File: src/rtl/scc_regaccess_pkg.sv
package scc_regaccess_pkg;
    typedef enum logic [1:0] {
        S_IDLE  = 2'd0,
        S_READ  = 2'd1,
        S_WRITE = 2'd2
    } acc_state_e;

    localparam int CMD_LSB = 4;
    localparam logic [2:0] CMD_RST_EXT  = 3'b010;
    localparam logic [2:0] CMD_CHAN_RST = 3'b011;

    localparam logic [3:0] A_STAT0 = 4'd0;
    localparam logic [3:0] A_STAT1 = 4'd1;
    localparam logic [3:0] A_VEC   = 4'd2;
    localparam logic [3:0] A_IPEND = 4'd3;
    localparam logic [3:0] A_RB4   = 4'd4;
    localparam logic [3:0] A_RB5   = 4'd5;
    localparam logic [3:0] A_WR7   = 4'd7;
    localparam logic [3:0] A_RB9   = 4'd9;
    localparam logic [3:0] A_WR10  = 4'd10;
    localparam logic [3:0] A_RB11  = 4'd11;
    localparam logic [3:0] A_TC_LO = 4'd12;
    localparam logic [3:0] A_TC_HI = 4'd13;
    localparam logic [3:0] A_RB14  = 4'd14;
    localparam logic [3:0] A_CTRL  = 4'd15;

    localparam int STEER_BIT = 0;
    localparam int ZCIE_BIT  = 1;
    localparam int EXTRD_BIT = 6;
endpackage

File: src/rtl/scc_acc_fsm.sv
module scc_acc_fsm
    import scc_regaccess_pkg::*;
#(
    parameter int NCH = 2,
    parameter int AW  = 4,
    parameter int CW  = 1
) (
    input  logic          clk,
    input  logic          rst_n,
    input  logic          cs,
    input  logic          rd,
    input  logic          wr,
    input  logic [CW-1:0] chan_sel,
    input  logic [AW-1:0] ptr_wdata,
    output logic          wr_en,
    output logic [AW-1:0] wr_addr,
    output logic [CW-1:0] acc_ch,
    output logic [AW-1:0] acc_addr,
    output logic          rd_act,
    output logic          snap_en
);
    acc_state_e st_q, st_d;
    logic [NCH-1:0][AW-1:0] ptr_q;
    logic rd_go, wr_go, acc_end;

    always_comb begin
        rd_go   = cs && rd;
        wr_go   = cs && wr && !rd;
        st_d    = st_q;
        acc_end = 1'b0;
        unique case (st_q)
            S_IDLE: begin
                if (rd_go)      st_d = S_READ;
                else if (wr_go) st_d = S_WRITE;
            end
            S_READ: begin
                if (!(cs && rd)) begin
                    st_d    = S_IDLE;
                    acc_end = 1'b1;
                end
            end
            S_WRITE: begin
                if (!(cs && wr)) begin
                    st_d    = S_IDLE;
                    acc_end = 1'b1;
                end
            end
            default: st_d = S_IDLE;
        endcase
    end

    always_ff @(posedge clk or negedge rst_n) begin
        if (!rst_n) st_q <= S_IDLE;
        else        st_q <= st_d;
    end

    always_comb begin
        wr_en   = (st_q == S_IDLE) && wr_go;
        snap_en = (st_q == S_IDLE) && rd_go;
        rd_act  = (st_q == S_READ);
        wr_addr = ptr_q[chan_sel];
    end

    always_ff @(posedge clk or negedge rst_n) begin
        if (!rst_n) begin
            acc_ch   <= '0;
            acc_addr <= '0;
        end else if (snap_en || wr_en) begin
            acc_ch   <= chan_sel;
            acc_addr <= ptr_q[chan_sel];
        end
    end

    always_ff @(posedge clk or negedge rst_n) begin
        if (!rst_n) begin
            ptr_q <= '0;
        end else if (wr_en && (ptr_q[chan_sel] == '0)) begin
            ptr_q[chan_sel] <= ptr_wdata;
        end else if (acc_end && (acc_addr != '0)) begin
            ptr_q[acc_ch] <= '0;
        end
    end

    // pointer falls back to 0 after a non-zero access ends
    assert_ptr_home_R2: assert property (@(posedge clk) disable iff (!rst_n)
        (acc_end && (acc_addr != '0)) |=> (ptr_q[acc_ch] == '0));
endmodule

File: src/rtl/scc_chan_regs.sv
module scc_chan_regs
    import scc_regaccess_pkg::*;
#(
    parameter int DW = 8,
    parameter int AW = 4
) (
    input  logic                        clk,
    input  logic                        rst_n,
    input  logic                        we,
    input  logic [AW-1:0]               addr,
    input  logic [DW-1:0]               wdata,
    output logic [(2**AW)-1:0][DW-1:0]  regs_o,
    output logic [DW-1:0]               prime_o,
    output logic                        clr_ext_o,
    output logic                        chan_rst_o
);
    logic       is_ctrl;
    logic       steer;
    logic [2:0] cmd;

    always_comb begin
        cmd        = wdata[CMD_LSB +: 3];
        is_ctrl    = we && (addr == '0);
        clr_ext_o  = is_ctrl && (cmd == CMD_RST_EXT);
        chan_rst_o = is_ctrl && (cmd == CMD_CHAN_RST);
        steer      = regs_o[A_CTRL][STEER_BIT];
    end

    always_ff @(posedge clk or negedge rst_n) begin
        if (!rst_n) begin
            regs_o  <= '0;
            prime_o <= '0;
        end else if (chan_rst_o) begin
            regs_o  <= '0;
            prime_o <= '0;
        end else if (we && (addr != '0)) begin
            if ((addr == A_WR7) && steer) prime_o      <= wdata;
            else                          regs_o[addr] <= wdata;
        end
    end

    // steering bit only changes through a register-15 write
    assert_steer_sticky_R3: assert property (@(posedge clk) disable iff (!rst_n)
        (!(we && (addr == A_CTRL)) && !chan_rst_o) |=> $stable(regs_o[A_CTRL][STEER_BIT]));

    // with steering clear, an address-7 write leaves the alternate register alone
    assert_prime_hold_R3: assert property (@(posedge clk) disable iff (!rst_n)
        (we && (addr == A_WR7) && !steer) |=> $stable(prime_o));
endmodule

File: src/rtl/scc_zc_irq.sv
module scc_zc_irq (
    input  logic clk,
    input  logic rst_n,
    input  logic zc,
    input  logic en,
    input  logic clr,
    input  logic chan_rst,
    output logic irq,
    output logic pend
);
    logic zc_q;
    logic rise;

    always_comb rise = zc && !zc_q;

    always_ff @(posedge clk or negedge rst_n) begin
        if (!rst_n) begin
            zc_q <= 1'b0;
            pend <= 1'b0;
        end else begin
            zc_q <= zc;
            if (rise)                 pend <= 1'b1;
            else if (clr || chan_rst) pend <= 1'b0;
        end
    end

    always_comb irq = pend && en;

    // a rising zero-count edge is always captured
    assert_pend_set_R9: assert property (@(posedge clk) disable iff (!rst_n)
        rise |=> pend);

    // the clear command drops the flag when no new edge arrives
    assert_pend_clr_R10: assert property (@(posedge clk) disable iff (!rst_n)
        (clr && !rise) |=> !pend);
endmodule

File: src/rtl/scc_regaccess.sv
module scc_regaccess
    import scc_regaccess_pkg::*;
#(
    parameter int DW  = 8,
    parameter int AW  = 4,
    parameter int NCH = 2,
    localparam int CW = (NCH > 1) ? $clog2(NCH) : 1
) (
    input  logic             clk,
    input  logic             rst_n,
    input  logic             cs,
    input  logic             rd,
    input  logic             wr,
    input  logic [CW-1:0]    chan_sel,
    input  logic [DW-1:0]    wdata,
    output logic [DW-1:0]    rdata,
    input  logic [NCH*DW-1:0] rr0_stat,
    input  logic [NCH*DW-1:0] rr1_stat,
    input  logic [DW-1:0]    vec_in,
    input  logic [DW-1:0]    ipend_in,
    input  logic [NCH-1:0]   zc_in,
    output logic [NCH-1:0]   irq
);
    localparam int NREG = 2 ** AW;

    logic          wr_en, rd_act, snap_en;
    logic [AW-1:0] wr_addr, acc_addr;
    logic [CW-1:0] acc_ch;
    logic [DW-1:0] snap;
    logic          ext;

    logic [NCH-1:0][NREG-1:0][DW-1:0] wregs;
    logic [NCH-1:0][DW-1:0]           prime;
    logic [NCH-1:0]                   we_ch, clr_ext, chan_rst, pend;

    scc_acc_fsm #(.NCH(NCH), .AW(AW), .CW(CW)) u_fsm (
        .clk      (clk),
        .rst_n    (rst_n),
        .cs       (cs),
        .rd       (rd),
        .wr       (wr),
        .chan_sel (chan_sel),
        .ptr_wdata(wdata[AW-1:0]),
        .wr_en    (wr_en),
        .wr_addr  (wr_addr),
        .acc_ch   (acc_ch),
        .acc_addr (acc_addr),
        .rd_act   (rd_act),
        .snap_en  (snap_en)
    );

    for (genvar g = 0; g < NCH; g++) begin : g_ch
        assign we_ch[g] = wr_en && (chan_sel == CW'(g));

        scc_chan_regs #(.DW(DW), .AW(AW)) u_regs (
            .clk       (clk),
            .rst_n     (rst_n),
            .we        (we_ch[g]),
            .addr      (wr_addr),
            .wdata     (wdata),
            .regs_o    (wregs[g]),
            .prime_o   (prime[g]),
            .clr_ext_o (clr_ext[g]),
            .chan_rst_o(chan_rst[g])
        );

        scc_zc_irq u_zc (
            .clk     (clk),
            .rst_n   (rst_n),
            .zc      (zc_in[g]),
            .en      (wregs[g][A_CTRL][ZCIE_BIT]),
            .clr     (clr_ext[g]),
            .chan_rst(chan_rst[g]),
            .irq     (irq[g]),
            .pend    (pend[g])
        );
    end

    always_ff @(posedge clk or negedge rst_n) begin
        if (!rst_n)       snap <= '0;
        else if (snap_en) snap <= rr0_stat[chan_sel*DW +: DW];
    end

    always_comb begin
        ext   = prime[acc_ch][EXTRD_BIT];
        rdata = '0;
        if (rd_act) begin
            unique case (acc_addr)
                A_STAT0: rdata = snap;
                A_STAT1: rdata = rr1_stat[acc_ch*DW +: DW];
                A_VEC:   rdata = vec_in;
                A_IPEND: rdata = ipend_in;
                A_RB4, A_RB5:
                         rdata = ext ? wregs[acc_ch][acc_addr] : snap;
                A_RB9:   rdata = ext ? wregs[acc_ch][A_IPEND] : snap;
                A_RB11:  rdata = ext ? wregs[acc_ch][A_WR10] : snap;
                A_RB14:  rdata = ext ? prime[acc_ch] : snap;
                A_TC_LO, A_TC_HI, A_CTRL:
                         rdata = wregs[acc_ch][acc_addr];
                default: rdata = snap;
            endcase
        end
    end

    // the captured status byte holds for the whole read
    assert_snap_frozen_R6: assert property (@(posedge clk) disable iff (!rst_n)
        (rd_act && $past(rd_act)) |-> $stable(snap));

    // a channel reset touches only the addressed channel
    assert_chan_rst_single_R11: assert property (@(posedge clk) disable iff (!rst_n)
        $onehot0(chan_rst));
endmodule

File: config.mk
export PLATFORM = sky130hd
export DESIGN_NAME = scc_regaccess
export DESIGN_NICKNAME = d
export VERILOG_FILES = /design/src/rtl/scc_regaccess_pkg.sv /design/src/rtl/scc_acc_fsm.sv /design/src/rtl/scc_chan_regs.sv /design/src/rtl/scc_zc_irq.sv /design/src/rtl/scc_regaccess.sv
export SDC_FILE = /design/constraint.sdc
export NUM_CORES = 1
export LEC_CHECK = 0
export ABC_CLOCK_PERIOD_IN_PS = 4300
export BUFFER_PORTS_ARGS = -buffer_cell sky130_fd_sc_hd__buf_2
export CORE_MARGIN = 2
export CORE_UTILIZATION = 57
export CTS_CLUSTER_DIAMETER = 120
export DETAILED_ROUTE_END_ITERATION = 12
export MAX_ROUTING_LAYER = met4
export PLACE_DENSITY_LB_ADDON = 0.3
export SYNTH_ARGS = -nofsm -noshare
export SYNTH_HDL_FRONTEND = slang
export SYNTH_SLANG_ARGS = --single-unit
File: constraint.sdc
create_clock -name clk -period 4.3 [get_ports clk]
set_input_delay 0.215 -clock clk [delete_from_list [all_inputs] [get_ports clk]]
set_output_delay 0.215 -clock clk [all_outputs]
set_load 0.05 [all_outputs]
Word-level counts from Yosys, hierarchy flattened
Index checks and enable logic that the tools add are counted.
{"block": "classes", "magnitude_cmp": 7, "n_eq_ne": 21, "shifts": 2, "muxes": 49, "bitwise_logic": 3, "n_reduce_logical": 50}
{"op": "2-to-1 mux 128 bit", "n": 8}
{"op": "bitwise mux 128 bit", "n": 2}
{"op": "2-to-1 mux 8 bit", "n": 17}
{"op": "one-hot mux 8 bit (8 select lines)", "n": 1}
{"op": "binary-select mux 8 bit (select 4 bit)", "n": 1}
{"op": "demux 8 bit (select 4 bit)", "n": 1}
{"op": "variable part select 16 x 5 -> 8 bit", "n": 2}
{"op": "logical AND 1 bit", "n": 26}
{"op": "== test 4 bit, second input constant", "n": 6}
{"op": "2-to-1 mux 4 bit", "n": 4}
{"op": "nonzero test 2 bit", "n": 7}
{"op": "== test 4 x 3 -> 1 bit, second input constant", "n": 3}
{"op": "< comparator 4 x 5 -> 1 bit, second input constant", "n": 2}
{"op": "bitwise AND 8 bit", "n": 1}
{"op": "bitwise mux 8 bit", "n": 1}
{"op": "demux 4 bit (select 1 bit)", "n": 2}
{"op": "== test 4 x 2 -> 1 bit, second input constant", "n": 2}
{"op": "2-to-1 mux 2 bit", "n": 4}
{"op": "inverter 8 bit", "n": 1}
{"op": "AND reduction 2 bit", "n": 4}
{"op": "nonzero test 4 bit", "n": 2}
{"op": "== test 3 x 2 -> 1 bit, second input constant", "n": 2}
{"op": "2-to-1 mux 1 bit", "n": 6}
{"op": "one-hot mux 2 bit (3 select lines)", "n": 1}
{"op": "other kinds (18)", "n": 26}
{"block": "totals", "reg_bits": 299}

Depth between registers and ports, before layout
Gate-level depths: netlist of run 1.
{"block": "depth", "ltp_word": 10, "ltp_mapped": 10}

Hierarchy
A second synthesis of run 1 with hierarchy kept.
{"block": "unflattened", "hier_cells": 1111, "hier_area_um2": 13524.2}
{"module": "scc_chan_regs", "instances": 2, "cells_per_inst": 391, "area_per_inst_um2": 5237.5}
{"module": "scc_regaccess", "instances": 1, "cells_per_inst": 245, "area_per_inst_um2": 2069.5}
{"module": "scc_acc_fsm", "instances": 1, "cells_per_inst": 72, "area_per_inst_um2": 817.0}
{"module": "scc_zc_irq", "instances": 2, "cells_per_inst": 6, "area_per_inst_um2": 81.3}

Worst setup path after synthesis of run 1
Ideal clock, no wire load.
{"block": "synth_path", "kind": "reg-to-output", "from": "reg u_fsm.acc_addr[0]", "to": "out rdata[0]", "arrival_time_ns": 2.663, "required_time_ns": 4.085, "path_slack_ns": 1.422, "path_stages_with_launch": 8, "cell_sequence": "dfrtp_1 buf_2 buf_1 nand4b_1 o22a_1 a31oi_1 a311oi_1 o21ai_0"}
{"block": "synth_between", "elab_chain_cells": 5, "elab_cells_between_ends": 18, "cone_classes": "eq/ne (11); mux (5); reduce/logical (2)"}
{"element": "from (decl)", "line_no": "scc_acc_fsm.sv:18", "rtl": "output logic [AW-1:0] acc_addr,"}
{"element": "from (signal assigned)", "line_no": "scc_acc_fsm.sv:70", "rtl": "acc_addr <= ptr_q[chan_sel];"}
{"element": "binary-select mux 8 bit (select 4 bit)", "line_no": "scc_regaccess.sv:94, scc_regaccess.sv:99"}
{"element": "2-to-1 mux 8 bit (implied by the code)", "line_no": "scc_regaccess.sv:94, scc_regaccess.sv:99"}
{"element": "2-to-1 mux 8 bit", "line_no": "scc_regaccess.sv:94", "rtl": "rdata = ext ? wregs[acc_ch][acc_addr] : snap;"}
{"element": "one-hot mux 8 bit (8 select lines) *", "line_no": "scc_regaccess.sv:88", "rtl": "unique case (acc_addr)"}
{"element": "2-to-1 mux 8 bit *", "line_no": "scc_regaccess.sv:87", "rtl": "if (rd_act) begin"}
{"element": "to (decl)", "line_no": "scc_regaccess.sv:16", "rtl": "output logic [DW-1:0] rdata,"}
Every way passes the cells marked *; elsewhere a longest branch is shown, timed or not. The select of a mux whose other input is x is not followed.

Worst setup path after layout of run 1
{"block": "layout_path", "from": "reg u_fsm.acc_addr[0]", "to": "out rdata[6]"}
Same word-level chain as after synthesis.

==> impl_metrics.xml, run 1 <==
<?xml version="1.0" encoding="UTF-8"?>
<metrics>
  <group name="status">
    <metric name="status" unit="">complete, no violations</metric>
  </group>
  <group name="synth">
    <metric name="yosysSeqAreaShare" unit="">0.459</metric>
    <metric name="synthesis.instances" unit="">1098</metric>
    <metric name="yosys-top-cells-area" unit="">dfrtp_1 (46%), mux4_2 (6.3%), mux2i_1 (6.2%)</metric>
    <metric name="synth_xor_area_frac" unit="">0</metric>
    <metric name="cell_area_synth" unit="um^2">11100</metric>
    <metric name="synth-edff-count" unit="">0</metric>
    <metric name="async_reset_ff_frac" unit="">1.00</metric>
    <metric name="dominant_combinational_cell_family_by_area_after_synthesis" unit="">simple AND/OR/NAND/NOR gates</metric>
    <metric name="yosys.area_share.adder" unit="">0.00339</metric>
    <metric name="synth_ff_type" unit="">dfrtp_1</metric>
    <metric name="synth-seq-cells" unit="">203</metric>
    <metric name="most_common_cell_in_the_netlist" unit="">dfrtp_1</metric>
    <metric name="ranking_of_synthesized_cells_by_instance_count" unit="">dfrtp_1 (203), nand2_1 (125), nand3_1 (124)</metric>
    <metric name="synth-compound-area-share" unit="">0.153</metric>
    <metric name="syn-mean-instance-area" unit="um^2">10.1</metric>
    <metric name="postSynthNetCount" unit="">1165</metric>
    <metric name="synthDominantAreaCellType" unit="">dfrtp_1</metric>
    <metric name="synthSimpleGateAreaFrac" unit="">0.167</metric>
    <metric name="synth.area.mux_share" unit="">0.148</metric>
    <metric name="synth.top_cell.area_share" unit="">0.459</metric>
    <metric name="synth.lib_cells_used.distinct" unit="">74</metric>
    <metric name="synth_warnings" unit="">0</metric>
  </group>
  <group name="routing">
    <metric name="num_vias" unit="">8504</metric>
    <metric name="remaining_drc_errors" unit="">0</metric>
    <metric name="totalWireLength" unit="um">29100</metric>
    <metric name="route.layer.met1.wl" unit="um">12200</metric>
    <metric name="wire_per_inst" unit="um">21.3</metric>
    <metric name="dr.pass1.iters" unit="">5</metric>
    <metric name="wl_met3" unit="um">2730</metric>
    <metric name="detail_route.vias_per_cell" unit="">6.22</metric>
    <metric name="antenna_violating_nets_post_route" unit="">0</metric>
    <metric name="top_layer" unit="">met4</metric>
    <metric name="detail_route.iter0.violations" unit="">835</metric>
    <metric name="dr_wl_met2" unit="um">13400</metric>
  </group>
  <group name="die">
    <metric name="initial_core_util" unit="">0.585</metric>
    <metric name="die_height" unit="um">143</metric>
    <metric name="die_width" unit="um">143</metric>
    <metric name="num_rows" unit="">50</metric>
    <metric name="design.core.area" unit="um^2">18900</metric>
    <metric name="floorplan.die_area" unit="um^2">20500</metric>
    <metric name="design.portCount" unit="">74</metric>
  </group>
  <group name="global_route">
    <metric name="track_usage" unit="">0.301</metric>
    <metric name="grt_first_pass_wirelength" unit="um">46200</metric>
    <metric name="grt_antenna_before_repair" unit="">0</metric>
    <metric name="total_grt_overflow" unit="">0</metric>
    <metric name="grt_max_degree" unit="">108</metric>
    <metric name="grt_pass1_vias" unit="">8213</metric>
  </group>
  <group name="worst_setup_path">
    <metric name="timing.critical_path.arrival" unit="ns">3.40</metric>
    <metric name="cp_required" unit="ns">4.09</metric>
    <metric name="crit_top_cell" unit="">a21oi_1</metric>
    <metric name="crit_family" unit="">flip-flops</metric>
    <metric name="critical_path_class" unit="">reg2out</metric>
    <metric name="setup.worst_path.end_class" unit="">output pin</metric>
    <metric name="crit_fanout" unit="">47</metric>
    <metric name="timing.critical_path.cells" unit="">nor4bb_1 -&gt; a2bb2oi_1 -&gt; a21oi_1 -&gt; a211oi_1 -&gt; a21oi_1 -&gt; buf_2</metric>
    <metric name="setup_crit_start_kind" unit="">flop</metric>
    <metric name="worstPathBufferInverterCount" unit="">1</metric>
    <metric name="cell_with_the_largest_stage_delay_on_the_worst_path" unit="">dfrtp_2</metric>
    <metric name="worst_path_largest_cell_delay" unit="ns">1.03</metric>
  </group>
  <group name="layout">
    <metric name="syn2layout_area_growth" unit="%">8.64</metric>
    <metric name="ratio_of_cells_with_drive_above_1_in_the_final_layout" unit="">0.196</metric>
    <metric name="final_non_filler_cells" unit="">1367</metric>
    <metric name="final_net_count" unit="">1160</metric>
    <metric name="fillers" unit="">1530</metric>
    <metric name="final_antenna_diode_count" unit="">0</metric>
    <metric name="fin_area" unit="um^2">12000</metric>
  </group>
  <group name="timing">
    <metric name="total_negative_slack" unit="ns">0</metric>
    <metric name="relSlewSlack" unit="">0.289</metric>
    <metric name="timing.final.hold_violations" unit="">0</metric>
    <metric name="post-route-worst-setup-slack" unit="ns">0.686</metric>
    <metric name="unrepaired_setup_endpoints_after_global_routing" unit="">no</metric>
    <metric name="slew_violations" unit="">0</metric>
    <metric name="fmax" unit="MHz">277</metric>
    <metric name="skew" unit="ns">0.0199</metric>
    <metric name="fin_crit_sh" unit="">0.840</metric>
    <metric name="setup_violations" unit="">0</metric>
    <metric name="worst_slew_pin_slew" unit="ns">1.05</metric>
    <metric name="layout_min_cycle_time" unit="ns">3.61</metric>
  </group>
  <group name="cts">
    <metric name="clock_tree.root_cell" unit="">clkbuf_16</metric>
    <metric name="bufs_on_longest_clock_path" unit="">3</metric>
    <metric name="clock_slew_at_the_register_clock_pins_of_the_worst_setup_and_hold_paths" unit="ns">0.06</metric>
    <metric name="number_of_sinks_driven_by_the_clock_tree" unit="">203</metric>
    <metric name="cts_post_setup_buffers_inserted" unit="">0</metric>
    <metric name="htree_levels" unit="">1</metric>
    <metric name="tritoncts.num_buffers" unit="">23</metric>
    <metric name="insertion_delay" unit="ns">0.52</metric>
    <metric name="clock_tree_from_tritoncts" unit="">built</metric>
  </group>
  <group name="hold_path">
    <metric name="hold_path_class" unit="">in2reg</metric>
  </group>
  <group name="power">
    <metric name="pwrdens" unit="nW/um^2">506</metric>
    <metric name="vdd.ir_drop.worst" unit="mV">0.308</metric>
    <metric name="design_power_total" unit="mW">6.08</metric>
    <metric name="power.leakage" unit="nW">5.23</metric>
  </group>
  <group name="run">
    <metric name="number_of_maximum_capacitance_violations" unit="">0</metric>
  </group>
  <group name="placed_design">
    <metric name="place_ws" unit="ns">1.24</metric>
    <metric name="portBuffers" unit="">73</metric>
    <metric name="place_inst" unit="">1324</metric>
    <metric name="globalplace.congestion" unit="">0.989</metric>
    <metric name="placement.cell_area" unit="um^2">11200</metric>
    <metric name="detailedPlacementHpwl" unit="um">19900</metric>
  </group>
</metrics>
==> flip-flops by register name, indices dropped and copies added (netlist names) <==
| signal | flops |
|---|---|
| snap | 8 |
| g_ch.u_zc.zc_q | 2 |
| g_ch.u_zc.pend | 2 |
| u_fsm.acc_ch | 1 |
| u_fsm.ptr_q | 8 |
| u_fsm.st_q | 2 |
| u_fsm.acc_addr | 4 |
| g_ch.u_regs.regs_o | 160 |
| g_ch.u_regs.prime_o | 16 |
==> power by group <==
group,internal [mW],total [mW],switching [mW]
Combinational,0.700,1.64,0.938
Clock,1.15,1.94,0.783
Sequential,2.10,2.50,0.396
==> logic make-up after synthesis <==
| logic type | after synthesis |
|---|---|
| fa+ha+maj | 3 |
| simple gates | 349 |
| buf+inv | 151 |
| mux | 121 |
| flops | 203 |
| compound gates | 271 |
==> worst register-to-register path, cell delays in order (launching register included) <==
cell and delay, ns:
dfrtp_1 0.48, or3b_1 0.57, a211oi_4 0.42, nand2_2 0.49, nand2_1 0.54, mux2i_1 0.15
==> layout make-up <==
type	instances	area, um^2	share of cell area
repair buffers	95	562	0.0468
clock buffers	33	643	0.0535
clock inverters	6	86.3	0.00719
flip-flops and latches	203	5080	0.423
inverters	26	97.6	0.00812
well taps	260	325	0.0271
multi-input cells	744	5220	0.434
==> cell usage in the layout, fill, tap and decap left out, types with 4 or more instances in the layout <==
cell type	count
buf_4	17
clkbuf_1	7
nand2b_1	5
mux2_2	19
clkbuf_8	4
dlygate4sd3_1	4
dfrtp_1	201
a21oi_1	26
nor2b_1	5
o21ai_0	76
nand2_1	124
nand4_1	5
nand3_2	4
mux4_2	31
inv_1	24
a221oi_1	6
buf_2	72
o21ai_1	100
and4_1	4
clkbuf_16	23
nor2_1	24
nor3b_1	5
and2_1	5
a211oi_4	4
mux2i_1	69
a22o_1	8
o22a_1	7
nand4_2	10
nand3_1	124
o21a_1	8
==> worst paths after layout <==
path | slack, ns | cells past startpoint | end | startpoint
max in group asynchronous | 2.87 | 3 | g_ch[0].u_regs.regs_o[114] | rst_n
min in group asynchronous | 0.33 | 2 | snap[5] | rst_n
worst min register to register | 0.42 | 1 | g_ch[1].u_zc.pend | g_ch[1].u_zc.zc_q
worst max-delay path | 0.69 | 6 | rdata[6] | u_fsm.acc_addr[0]
worst min-delay path | 0.00003 | 3 | snap[1] | rr0_stat[9]
worst max register to register | 1.49 | 5 | g_ch[1].u_regs.prime_o[4] | u_fsm.ptr_q[5]
==> through the flow <==
stage                      util  hold slack, ns
after floorplan               -         -0.0806
after global placement    0.595           0.338
final                     0.636       0.0000342
after global routing      0.636          0.0315
after CTS                 0.636       0.0000546
after detailed placement  0.595           0.342
==> repair_timing <==
item | CTS | global route
hold endpoints to repair | 109 | 0
hold buffers | 4 | 0
gates resized for setup | 0 | 0
==> layer usage <==
metal  track usage  vias to the layer above
met1         0.426                     4173
met3        0.0547                       45
li1              -                     3926
met5             -                        -
met2         0.457                      360
met4        0.0738                        0
No activity file was read; power rests on OpenSTA's default activity.
==> run 2: changes to the inputs <==
--- a/config.mk
+++ b/config.mk
@@ -5,7 +5,7 @@
 export SDC_FILE = /design/constraint.sdc
 export NUM_CORES = 1
 export LEC_CHECK = 0
-export ABC_CLOCK_PERIOD_IN_PS = 4300
+export ABC_CLOCK_PERIOD_IN_PS = 3700
 export BUFFER_PORTS_ARGS = -buffer_cell sky130_fd_sc_hd__buf_2
 export CORE_MARGIN = 2
 export CORE_UTILIZATION = 57
==> constraint.sdc (replaced) <==
create_clock -name clk -period 3.7 [get_ports clk]
set_input_delay 0.185 -clock clk [delete_from_list [all_inputs] [get_ports clk]]
set_output_delay 0.185 -clock clk [all_outputs]
set_load 0.05 [all_outputs]
==> run 2 against run 1 <==
  * Register-to-register slack got worse by 0.68 ns
  * Flip-flop and latch count did not move
  * Combinational power rose by 26%
  * Setup slack got worse by 0.48 ns
  * Clock-buffer cell count did not move
  * Cell area rose by 2.4%
  * First-iteration DRC count rose by 9.6%
  * Critical path depth rose by 1
  * Worst hold slack improved by 0.021 ns
  * Critical path type unchanged
  * Largest cell class unchanged
==> impl_metrics.xml, run 2 (same netlist as run 1, synthesis figures left out) <==
<?xml version="1.0" encoding="UTF-8"?>
<metrics>
  <group name="placed_design">
    <metric name="globalplace.congestion" unit="">0.964</metric>
    <metric name="place_inst" unit="">1341</metric>
    <metric name="detailedPlacementHpwl" unit="um">21300</metric>
    <metric name="portBuffers" unit="">73</metric>
  </group>
  <group name="hold_path">
    <metric name="hold_path_startpoint" unit="">wdata[1]</metric>
    <metric name="hold_path_class" unit="">in2reg</metric>
    <metric name="hold_path_end" unit="">g_ch[0].u_regs.regs_o[105]</metric>
    <metric name="min_path_cells" unit="">3</metric>
  </group>
  <group name="cts">
    <metric name="tritoncts.num_buffers" unit="">23</metric>
    <metric name="cts.hold.buffers_added" unit="">19</metric>
    <metric name="clock_tree_from_tritoncts" unit="">built</metric>
    <metric name="clock_slew_at_the_register_clock_pins_of_the_worst_setup_and_hold_paths" unit="ns">0.06</metric>
    <metric name="clock_tree.root_cell" unit="">clkbuf_16</metric>
    <metric name="cts_post_setup_buffers_inserted" unit="">0</metric>
    <metric name="bufs_on_longest_clock_path" unit="">3</metric>
    <metric name="post_cts.resized_instances" unit="">0</metric>
    <metric name="number_of_sinks_driven_by_the_clock_tree" unit="">203</metric>
    <metric name="insertion_delay" unit="ns">0.52</metric>
    <metric name="htree_levels" unit="">1</metric>
  </group>
  <group name="worst_setup_path">
    <metric name="rr_endpoint" unit="">g_ch[1].u_regs.regs_o[39]</metric>
    <metric name="crit_fanout" unit="">36</metric>
    <metric name="setup.worst_path.end_class" unit="">output pin</metric>
    <metric name="timing.critical_path.arrival" unit="ns">3.31</metric>
    <metric name="regToRegStartpoint" unit="">u_fsm.ptr_q[2]</metric>
    <metric name="reg2reg_setup_slack" unit="ns">0.81</metric>
    <metric name="cp_required" unit="ns">3.51</metric>
    <metric name="setup_crit_start_kind" unit="">flop</metric>
    <metric name="critical_path_class" unit="">reg2out</metric>
    <metric name="timing.reg2reg.worst_path_depth" unit="">5</metric>
  </group>
  <group name="routing">
    <metric name="detail_route.iter0.violations" unit="">915</metric>
    <metric name="totalWireLength" unit="um">31700</metric>
    <metric name="num_vias" unit="">8911</metric>
    <metric name="detail_route.vias_per_cell" unit="">6.36</metric>
    <metric name="wire_per_inst" unit="um">22.6</metric>
    <metric name="antenna_violating_nets_post_route" unit="">0</metric>
    <metric name="remaining_drc_errors" unit="">0</metric>
    <metric name="dr.pass1.iters" unit="">5</metric>
  </group>
  <group name="timing">
    <metric name="unrepaired_setup_endpoints_after_global_routing" unit="">no</metric>
    <metric name="total_negative_slack" unit="ns">0</metric>
    <metric name="setup_violations" unit="">0</metric>
    <metric name="skew" unit="ns">0.00942</metric>
    <metric name="worst_slew_pin_slew" unit="ns">0.923</metric>
    <metric name="relSlewSlack" unit="">0.385</metric>
    <metric name="layout_min_cycle_time" unit="ns">3.49</metric>
    <metric name="fin_crit_sh" unit="">0.944</metric>
    <metric name="timing.final.hold_violations" unit="">0</metric>
    <metric name="fmax" unit="MHz">286</metric>
    <metric name="slew_violations" unit="">0</metric>
  </group>
  <group name="status">
    <metric name="status" unit="">complete, no violations</metric>
  </group>
  <group name="die">
    <metric name="die_height" unit="um">143</metric>
    <metric name="initial_core_util" unit="">0.585</metric>
    <metric name="die_width" unit="um">143</metric>
    <metric name="design.core.area" unit="um^2">18900</metric>
    <metric name="num_rows" unit="">50</metric>
    <metric name="floorplan.die_area" unit="um^2">20500</metric>
    <metric name="design.portCount" unit="">74</metric>
  </group>
  <group name="global_route">
    <metric name="total_grt_overflow" unit="">0</metric>
    <metric name="grt_max_degree" unit="">91</metric>
    <metric name="grt_first_pass_wirelength" unit="um">49900</metric>
    <metric name="grt_antenna_before_repair" unit="">0</metric>
    <metric name="grt_pass1_vias" unit="">8811</metric>
    <metric name="track_usage" unit="">0.329</metric>
  </group>
  <group name="layout">
    <metric name="ratio_of_cells_with_drive_above_1_in_the_final_layout" unit="">0.209</metric>
    <metric name="layout.cells.most_common_list" unit="">dfrtp_1 (201), nand2_1 (124), nand3_1 (124)</metric>
    <metric name="registers.top_by_ff_count" unit="">g_ch.u_regs.regs_o</metric>
    <metric name="layout_top_registers" unit="">g_ch.u_regs.regs_o: 160 flops, g_ch.u_regs.prime_o: 16 flops</metric>
    <metric name="layout_commonest_cell" unit="">dfrtp_1</metric>
    <metric name="final_antenna_diode_count" unit="">0</metric>
    <metric name="final_net_count" unit="">1192</metric>
    <metric name="syn2layout_area_growth" unit="%">11.2</metric>
    <metric name="final_non_filler_cells" unit="">1401</metric>
    <metric name="largest_reg_flops" unit="">160</metric>
  </group>
  <group name="power">
    <metric name="pwrdens" unit="nW/um^2">578</metric>
    <metric name="power.leakage" unit="nW">5.38</metric>
    <metric name="vdd.ir_drop.worst" unit="mV">0.301</metric>
  </group>
  <group name="run">
    <metric name="number_of_maximum_capacitance_violations" unit="">0</metric>
  </group>
</metrics>
[run 2: how the worst max path moves through the flow]
stage,from,end
finish,u_fsm.acc_addr[0],rdata[0]
global placement,chan_sel,g_ch[1].u_regs.regs_o[81]
CTS,u_fsm.acc_addr[0],rdata[0]
floorplan,u_fsm.acc_addr[0],rdata[0]
detailed placement,chan_sel,g_ch[1].u_regs.regs_o[35]
global route,u_fsm.acc_addr[0],rdata[0]
[run 2: worst max-delay path, stage by stage (launching register included)]
cell	delay [ns]
dfrtp_2	0.92
buf_4	0.38
mux4_2	0.35
nand2b_1	0.09
o21ai_0	0.17
a311oi_1	0.45
o21ai_0	0.18
buf_2	0.24
[run 2: final cells by class]
| class | instances | area (um^2) |
|---|---|---|
| Fill cell | 1534 | 6590 |
| Clock buffer | 33 | 663 |
| Clock inverter | 8 | 48.8 |
| Timing Repair Buffer | 127 | 865 |
| Inverter | 26 | 97.6 |
| Tap cell | 260 | 325 |
| Multi-Input combinational cell | 744 | 5220 |
| Sequential cell | 203 | 5080 |
[run 2: report_power, final]
part / internal, mW / switching, mW
clock: 1.25 / 0.922
combinational: 0.865 / 1.21
sequential: 2.45 / 0.421
total: 4.56 / 2.55
[run 2: metal layers]
metal	vias to the layer above	track usage	share of wire
li1	4009	-	-
met1	4398	0.447	0.41
met2	427	0.491	0.46
met3	77	0.0728	0.099
met4	0	0.118	0.036
met5	-	-	0
[run 2: through the flow]
step	power, mW	util	instance area, um^2	setup slack, ns	hold slack (ns)
final	7.11	0.651	12300	0.207	0.0207
after CTS	7.07	0.651	12300	0.282	0.0129
after detailed placement	4.91	0.603	11400	0.615	0.287
after global placement	4.86	0.603	11400	0.768	0.280
after global routing	7.39	0.651	12300	0.126	0.0403
after floorplan	4.31	-	11100	0.852	-0.111
==> run 3: changes to the inputs <==
--- a/config.mk
+++ b/config.mk
@@ -6,11 +6,11 @@
 export NUM_CORES = 1
 export LEC_CHECK = 0
 export ABC_CLOCK_PERIOD_IN_PS = 3700
-export BUFFER_PORTS_ARGS = -buffer_cell sky130_fd_sc_hd__buf_2
 export CORE_MARGIN = 2
 export CORE_UTILIZATION = 57
 export CTS_CLUSTER_DIAMETER = 120
 export DETAILED_ROUTE_END_ITERATION = 12
+export DONT_BUFFER_PORTS = 1
 export MAX_ROUTING_LAYER = met4
 export PLACE_DENSITY_LB_ADDON = 0.3
 export SYNTH_ARGS = -nofsm -noshare
==> run 3 against run 2 <==
  * The flow now finishes with violations (hold timing)
  * Power is 0.58% higher
  * Largest power group unchanged
  * Clock-buffer cell count is 5 lower
  * Worst hold slack worse by 0.65 ns
  * Critical path type unchanged
  * Critical endpoint is now rdata[6]
==> impl_metrics.xml, run 3 (same netlist as run 1, synthesis figures left out) <==
<?xml version="1.0" encoding="UTF-8"?>
<metrics>
  <group name="status">
    <metric name="status" unit="">finished with violations</metric>
    <metric name="failed_checks" unit="">hold timing</metric>
  </group>
  <group name="timing">
    <metric name="post-route-worst-setup-slack" unit="ns">0.317</metric>
    <metric name="layout_min_cycle_time" unit="ns">3.38</metric>
    <metric name="finalHoldWorstSlack" unit="ns">-0.634</metric>
    <metric name="relSlewSlack" unit="">0.305</metric>
    <metric name="fin_crit_sh" unit="">0.914</metric>
    <metric name="total_negative_slack" unit="ns">0</metric>
    <metric name="setup_violations" unit="">0</metric>
    <metric name="unrepaired_setup_endpoints_after_global_routing" unit="">no</metric>
    <metric name="fmax" unit="MHz">296</metric>
    <metric name="slew_violations" unit="">0</metric>
    <metric name="timing.final.hold_violations" unit="">203</metric>
    <metric name="worst_slew_pin_slew" unit="ns">1.04</metric>
    <metric name="skew" unit="ns">0.0118</metric>
  </group>
  <group name="layout">
    <metric name="final_net_count" unit="">1117</metric>
    <metric name="finish.utilization" unit="">0.635</metric>
    <metric name="ratio_of_cells_with_drive_above_1_in_the_final_layout" unit="">0.144</metric>
    <metric name="layout_commonest_cell" unit="">dfrtp_1</metric>
    <metric name="registers.top_by_ff_count" unit="">g_ch.u_regs.regs_o</metric>
    <metric name="final_antenna_diode_count" unit="">0</metric>
    <metric name="fillers" unit="">1506</metric>
    <metric name="layout.cells.most_common_list" unit="">dfrtp_1 (201), nand2_1 (124), nand3_1 (124)</metric>
    <metric name="largest_reg_flops" unit="">160</metric>
    <metric name="syn2layout_area_growth" unit="%">8.43</metric>
    <metric name="layout_top_registers" unit="">g_ch.u_regs.regs_o: 160 flops, g_ch.u_regs.prime_o: 16 flops</metric>
  </group>
  <group name="die">
    <metric name="design.core.area" unit="um^2">18900</metric>
    <metric name="design.portCount" unit="">74</metric>
    <metric name="die_height" unit="um">143</metric>
    <metric name="initial_core_util" unit="">0.585</metric>
    <metric name="floorplan.die_area" unit="um^2">20500</metric>
    <metric name="num_rows" unit="">50</metric>
    <metric name="die_width" unit="um">143</metric>
  </group>
  <group name="placed_design">
    <metric name="detailedPlacementHpwl" unit="um">19900</metric>
    <metric name="place_ws" unit="ns">0.870</metric>
    <metric name="globalplace.congestion" unit="">0.929</metric>
    <metric name="portBuffers" unit="">0</metric>
  </group>
  <group name="run">
    <metric name="number_of_maximum_capacitance_violations" unit="">0</metric>
  </group>
  <group name="routing">
    <metric name="num_vias" unit="">8573</metric>
    <metric name="remaining_drc_errors" unit="">0</metric>
    <metric name="wl_met3" unit="um">3190</metric>
    <metric name="dr_wl_met2" unit="um">13800</metric>
    <metric name="detail_route.iter0.violations" unit="">1076</metric>
    <metric name="antenna_violating_nets_post_route" unit="">0</metric>
    <metric name="top_layer" unit="">met4</metric>
    <metric name="detail_route.vias_per_cell" unit="">6.46</metric>
    <metric name="route.layer.met1.wl" unit="um">12700</metric>
    <metric name="totalWireLength" unit="um">30400</metric>
    <metric name="wire_per_inst" unit="um">22.9</metric>
    <metric name="dr.pass1.iters" unit="">5</metric>
  </group>
  <group name="power">
    <metric name="power.leakage" unit="nW">5.09</metric>
    <metric name="net-switching-power" unit="mW">2.47</metric>
    <metric name="power.share.clock" unit="">0.329</metric>
    <metric name="p_int" unit="mW">4.68</metric>
    <metric name="pwrdens" unit="nW/um^2">596</metric>
    <metric name="comb_power_share" unit="">0.268</metric>
    <metric name="vdd.ir_drop.worst" unit="mV">0.341</metric>
    <metric name="pwr-share-seq" unit="">0.403</metric>
    <metric name="switching_share" unit="">0.345</metric>
  </group>
  <group name="global_route">
    <metric name="track_usage" unit="">0.314</metric>
    <metric name="grt_first_pass_wirelength" unit="um">47400</metric>
    <metric name="total_grt_overflow" unit="">0</metric>
    <metric name="grt_max_degree" unit="">204</metric>
    <metric name="grt_pass1_vias" unit="">8074</metric>
    <metric name="grt_antenna_before_repair" unit="">0</metric>
  </group>
  <group name="cts">
    <metric name="insertion_delay" unit="ns">0.52</metric>
    <metric name="tritoncts.num_buffers" unit="">23</metric>
    <metric name="clock_tree_from_tritoncts" unit="">built</metric>
    <metric name="post_cts.resized_instances" unit="">0</metric>
    <metric name="clock_slew_at_the_register_clock_pins_of_the_worst_setup_and_hold_paths" unit="ns">0.06</metric>
    <metric name="clock_tree.root_cell" unit="">clkbuf_16</metric>
    <metric name="cts.hold.buffers_added" unit="">32</metric>
    <metric name="cts_post_setup_buffers_inserted" unit="">0</metric>
    <metric name="number_of_sinks_driven_by_the_clock_tree" unit="">203</metric>
    <metric name="bufs_on_longest_clock_path" unit="">3</metric>
    <metric name="htree_levels" unit="">1</metric>
  </group>
  <group name="worst_setup_path">
    <metric name="timing.critical_path.cells" unit="">mux4_2 -&gt; a2bb2oi_1 -&gt; and4b_1 -&gt; o41ai_1 -&gt; a21oi_1 -&gt; buf_4</metric>
    <metric name="setup_crit_start_kind" unit="">flop</metric>
    <metric name="worst_setup_sp" unit="">u_fsm.acc_ch</metric>
    <metric name="critical_path_class" unit="">reg2out</metric>
    <metric name="cp_required" unit="ns">3.51</metric>
    <metric name="timing.critical_path.arrival" unit="ns">3.20</metric>
    <metric name="cell_with_the_largest_stage_delay_on_the_worst_path" unit="">dfrtp_4</metric>
    <metric name="setup.worst_path.end_class" unit="">output pin</metric>
    <metric name="worst_path_largest_cell_delay" unit="ns">0.89</metric>
    <metric name="regToRegStartpoint" unit="">u_fsm.ptr_q[7]</metric>
    <metric name="crit_fanout" unit="">39</metric>
  </group>
  <group name="hold_path">
    <metric name="hold_path_class" unit="">in2async</metric>
  </group>
</metrics>
[run 3: critical path: cells and delay by family, from the launching register on]
family	cells	cell delay, ns
DFF	1	0.89
muxes	1	0.59
and+or+nand+nor	1	0.22
AOI/OAI and AO/OA	3	0.74
buffers and inverters	1	0.22
[run 3: path summary, 6_finish.rpt]
check,endpoint,slack (ns),cells past startpoint
max in group asynchronous,g_ch[0].u_zc.zc_q,3.85,0
hold reg to reg,g_ch[0].u_zc.pend,0.42,1
hold / removal,g_ch[0].u_regs.prime_o[1],-0.63,0
min in group clk,u_fsm.st_q[0],0.02,4
setup reg to reg,g_ch[1].u_regs.regs_o[83],0.74,5
setup / recovery,rdata[6],0.32,6
[run 3: layout make-up]
type	count	area, um^2	share of cell area
Inverter	26	97.6	0.00814
Tap cell	260	325	0.0271
Multi-Input combinational cell	744	5220	0.435
Clock inverter	14	160	0.0134
Timing Repair Buffer	52	483	0.0403
Clock buffer	28	624	0.0521
Sequential cell	203	5080	0.424
[run 3: per-layer routing]
metal | GRT usage | up-vias
met3 | 0.0775 | 54
met1 | 0.445 | 4197
met2 | 0.456 | 459
met5 | - | -
li1 | - | 3863
met4 | 0.0857 | 0
[run 3: power groups by stage]
| stage | Clock, mW | Sequential [mW] | Combinational, mW |
|---|---|---|---|
| 6_report | 2.35 | 2.88 | 1.91 |
| 5_1_grt | 2.48 | 2.93 | 2.03 |
| 4_1_cts | 2.37 | 2.87 | 1.88 |
| 3_5_place_dp | 0 | 2.90 | 1.82 |
| 3_3_place_gp | 0 | 2.90 | 1.79 |
| 2_1_floorplan | 0 | 2.60 | 1.71 |
[run 3: through the flow]
step	cells	cell area, um^2	total power, mW
after global placement	1253	10900	4.69
after global routing	1327	12000	7.44
after floorplan	1098	11100	4.31
final	1327	12000	7.15
after detailed placement	1253	10900	4.73
after CTS	1327	12000	7.12
